File: config.mk
export PLATFORM = sky130hd
export DESIGN_NAME = sw_arq_rx
export DESIGN_NICKNAME = d
export VERILOG_FILES = /design/src/rtl/sw_arq_rx.sv
export SDC_FILE = /design/constraint.sdc
export NUM_CORES = 1
export LEC_CHECK = 0
export BUFFER_PORTS_ARGS = -buffer_cell sky130_fd_sc_hd__buf_2
export CAP_MARGIN = 20
export CORE_AREA = 2 2 39 41
export CTS_BUF_LIST = sky130_fd_sc_hd__clkbuf_2
export DETAILED_ROUTE_END_ITERATION = 8
export DIE_AREA = 0 0 41 43
export PLACE_DENSITY = 0.3
export SETUP_SLACK_MARGIN = 0.15
export SYNTH_ARGS = -nofsm -noshare
export SYNTH_HDL_FRONTEND = slang
export SYNTH_SLANG_ARGS = --single-unit
File: constraint.sdc
create_clock -name clk -period 0.8 [get_ports clk]
set_input_delay 0.08 -clock clk [delete_from_list [all_inputs] [get_ports clk]]
set_output_delay 0.08 -clock clk [all_outputs]
set_load 0.02 [all_outputs]
File: src/rtl/sw_arq_rx.sv
module sw_arq_rx #(
  parameter int SEQ_W = 1
) (
  input  logic             clk,
  input  logic             rst_n,
  input  logic             frm_valid,
  input  logic             frm_crc_ok,
  input  logic [SEQ_W-1:0] frm_seq,
  output logic             deliver,
  output logic             rsp_valid,
  output logic             rsp_is_ack,
  output logic [SEQ_W-1:0] rsp_seq
);

  logic [SEQ_W-1:0] exp_q;
  logic             is_new;

  assign is_new  = frm_valid && frm_crc_ok && (frm_seq == exp_q);
  assign rsp_seq = exp_q;

  always_ff @(posedge clk) begin
    if (!rst_n) begin
      exp_q      <= '0;
      deliver    <= 1'b0;
      rsp_valid  <= 1'b0;
      rsp_is_ack <= 1'b0;
    end else begin
      deliver   <= is_new;
      rsp_valid <= frm_valid;
      if (frm_valid)
        rsp_is_ack <= frm_crc_ok;
      if (is_new)
        exp_q <= exp_q + SEQ_W'(1);
    end
  end

endmodule

==> tab_implementation.tex <==
\begin{tabular}{lr}
\hline
Metric & Value \\
\hline
\multicolumn{2}{l}{\textbf{Status}} \\
\quad Outcome & finished, final reports clean \\
\multicolumn{2}{l}{\textbf{STA}} \\
\quad Actual transition at the worst max-transition pin & roughly 0.19 ns \\
\quad Final critical path time including I/O delays and setup & 0.770 ns \\
\quad RSZ-0062 raised after global routing & true \\
\quad Setup violation total in the final timing report & 0 \\
\quad Number of pins with negative max-slew slack in the final report & 0 \\
\quad Final setup skew & approximately 0.0033 ns \\
\quad Achievable clock frequency & about 1300 MHz \\
\quad Max transition margin & 87.3\% \\
\quad Final number of hold-violating endpoints & 0 \\
\quad Ratio of final minimum period to clock period & between 90\% and 100\% \\
\multicolumn{2}{l}{\textbf{Detailed routing}} \\
\quad Count of antenna-violating nets left after detailed routing & 0 \\
\quad Avg WL per Cell & a little under 9 um \\
\quad Total via count in the routed design & 132 \\
\quad Residual DRC & 0 \\
\quad Length of the first detailed-routing pass in iterations & 2 \\
\quad Count of routing violations after the opening detailed-route iteration & 1 \\
\quad Detailed-route vias per instance & 3.22 \\
\quad Total detailed-routing wirelength & 355 um \\
\multicolumn{2}{l}{\textbf{Critical path}} \\
\quad CP max stage delay & 0.35 ns \\
\quad Critical path's slowest cell & dfxtp\_4 \\
\quad Data arrival time of the critical path & 0.69 ns \\
\quad Element type at the critical path end & output port \\
\quad Startpoint type of the worst setup path & flip-flop \\
\quad Maximum fanout along the worst path & 3 \\
\quad Critical path class & flip-flop to output port \\
\quad Critical path buffers and inverters & 1 \\
\quad Required time at the endpoint of the critical path & 0.72 ns \\
\quad Cells along the critical path & buf\_6 \\
\quad Largest delay share family, worst path & flip-flops \\
\multicolumn{2}{l}{\textbf{Synthesis}} \\
\quad YS warnings & 0 \\
\quad Post-synthesis instance area & 136 um2 \\
\quad \#FFs+latches synth & 4 \\
\quad Synth Net Count & 18 \\
\quad Count of mapped cells out of synthesis & 13 \\
\quad Number of distinct library cells after synthesis & 9 \\
\quad Main area contributors after synthesis & dfxtp\_1, mux2i\_1, a311oi\_1, xor2\_1, and2\_2 \\
\quad Sequential area share after synthesis & 58.7\% \\
\quad Mean area per synthesized cell & around 10 um2 \\
\quad Share of Yosys cell area claimed by the top area cell type & 58.7\% \\
\quad Cell type with the highest aggregate area in the netlist & dfxtp\_1 \\
\multicolumn{2}{l}{\textbf{GRT}} \\
\quad First-pass GRT wire length & 607 um \\
\quad Via count of the first global-routing pass & 148 \\
\quad Pin count of the biggest net entering global routing & 6 \\
\quad Global-route usage over all layers & 5.82\% \\
\quad Antenna violations before repair & 0 \\
\quad Sum of overflow across all layers after global routing & 0 \\
\multicolumn{2}{l}{\textbf{Floorplanning}} \\
\quad Floorplan row count & 14 \\
\quad Chip height & 43 um \\
\quad Floorplan Core Area & 1380 um2 \\
\quad Horizontal die dimension & 41 um \\
\quad Initial cell density of the core & 9.86\% \\
\quad Number of top-level pins & 9 \\
\quad Area enclosed by the die boundary & 1760 um2 \\
\multicolumn{2}{l}{\textbf{Clock network}} \\
\quad Clock tree from TritonCTS & built \\
\quad Largest buffer count on any clock path & 2 \\
\quad Number of buffers created by CTS & 3 \\
\quad Post-CTS setup-driven buffer insertion count & 0 \\
\quad CTS root buffer & clkbuf\_2 \\
\quad H-Tree Depth & 1 \\
\quad Hold-fix buffers, CTS & 0 \\
\quad Clk\_lat worst skew & 0.21 ns \\
\quad Clock sink count & 4 \\
\quad Clock slew seen by the registers of the worst setup and hold paths & roughly 0.06 ns \\
\multicolumn{2}{l}{\textbf{Cells and area}} \\
\quad Number of inserted filler cells in the final layout & 161 \\
\quad Share of post-route cells with drive strength above 1 & 68.0\% \\
\quad Diodes inserted & 0 \\
\quad Synth-to-Final Area Change & 82.6\% \\
\quad Number of nets at the end of the flow & 31 \\
\quad Area of all placed cells without fillers & 249 um2 \\
\quad Final standard cell utilization of the core & 18.0\% \\
\multicolumn{2}{l}{\textbf{Power}} \\
\quad Power Density & 2100 nW/um2 \\
\quad Worst IR Drop VDD & 0.451 mV \\
\quad Overall power of the completed layout & about 0.00052 W \\
\quad Leakage power of the design & between 0.1 and 0.15 nW \\
\multicolumn{2}{l}{\textbf{Placed design}} \\
\quad HPWL after detailed placement & about 260 um \\
\quad Post-detailed-placement cell area & 200 um2 \\
\quad RePlAce Congestion & around 0.51 \\
\quad Number of I/O port buffers & 8 \\
\multicolumn{2}{l}{\textbf{Job}} \\
\quad Count of maximum capacitance violations & 0 \\
\multicolumn{2}{l}{\textbf{Worst hold path}} \\
\quad Path category of the worst min-delay check & input pin to flip-flop \\
\hline
\end{tabular}
cells by family after synthesis:
logic type / Yosys count / synth area share, %
AO/OA/AOI/OAI: 2 / 10.1
buffers and inverters: 1 / 2.75
flip-flops: 4 / 58.7
AND/OR/NAND/NOR: 4 / 14.7
XOR/XNOR: 1 / 6.42
multiplexers: 1 / 7.34
power by group:
part / internal, W / total, W / switching [W]
clock: 0.000132 / 0.000231 / 0.0000989
sequential: 0.000211 / 0.000218 / 0.00000751
combinational: 0.0000373 / 0.0000722 / 0.0000349
cells in the final DEF (no fill, tap or decap):
master,instances
a311oi_1,1
nand3_1,1
clkbuf_2,4
buf_2,4
a21oi_1,1
mux2i_1,1
nor2_1,2
dfxtp_4,1
and2_2,1
xor2_1,1
buf_6,4
dfxtp_2,3
inv_1,1
cell usage after synthesis:
library cell and number:
dfxtp_1 4, inv_1 1, and2_2 1, a311oi_1 1, nand3_1 1, mux2i_1 1, xor2_1 1, a21oi_1 1
nor2_1 2
per-layer routing:
layer  share of wire [%]  vias up  GRT usage (%)  routed length, um
li1                    -       67              -                  -
met5                   0        -              0                  0
met3                  15        0           4.71                 52
met4                   0        0           6.00                  0
met1                  54       56           6.73                192
met2                  31        9           5.94                110
cell type report:
cell class                      count  area (um2)  share of cell area [%]
Clock buffer                        4        20.0                    8.04
Inverter                            1        3.75                    1.51
Multi-Input combinational cell      8        52.6                    21.1
Sequential cell                     4        87.6                    35.2
Tap cell                           16        20.0                    8.04
Timing Repair Buffer                8        65.1                    26.1
repair_timing:
| action | in CTS | in global routing |
|---|---|---|
| gates resized for setup | 11 | 0 |
| pin swaps | 0 | 1 |
| setup endpoints to repair | 5 | 6 |
flip-flops by register name (all words and copies together), names as in the netlist:
register    flops
rsp_is_ack      1
rsp_seq         1
deliver         1
rsp_valid       1
metrics by stage:
stage | setup WS, ns | hold WS [ns] | TNS (ns) | cells
2_1_floorplan | 0.132 | 0.176 | 0 | 13
3_3_place_gp | 0.149 | 0.302 | 0 | 37
3_5_place_dp | 0.137 | 0.318 | 0 | 37
4_1_cts | 0.0108 | 0.0758 | 0 | 41
5_1_grt | -0.00234 | 0.0861 | -0.00234 | 41
6_report | 0.0300 | 0.0943 | 0 | 41
final timing paths:
kind / startpoint / to / slack [ns] / depth (start not counted)
setup / recovery: rsp_seq$_SDFFE_PN0P_ / rsp_seq / 0.03 / 1
hold / removal: frm_seq / rsp_seq$_SDFFE_PN0P_ / 0.09 / 2
setup reg to reg: rsp_seq$_SDFFE_PN0P_ / rsp_seq$_SDFFE_PN0P_ / 0.13 / 2
hold reg to reg: rsp_is_ack$_SDFFE_PN0P_ / rsp_is_ack$_SDFFE_PN0P_ / 0.51 / 2
(Power assumes the default switching activity.)
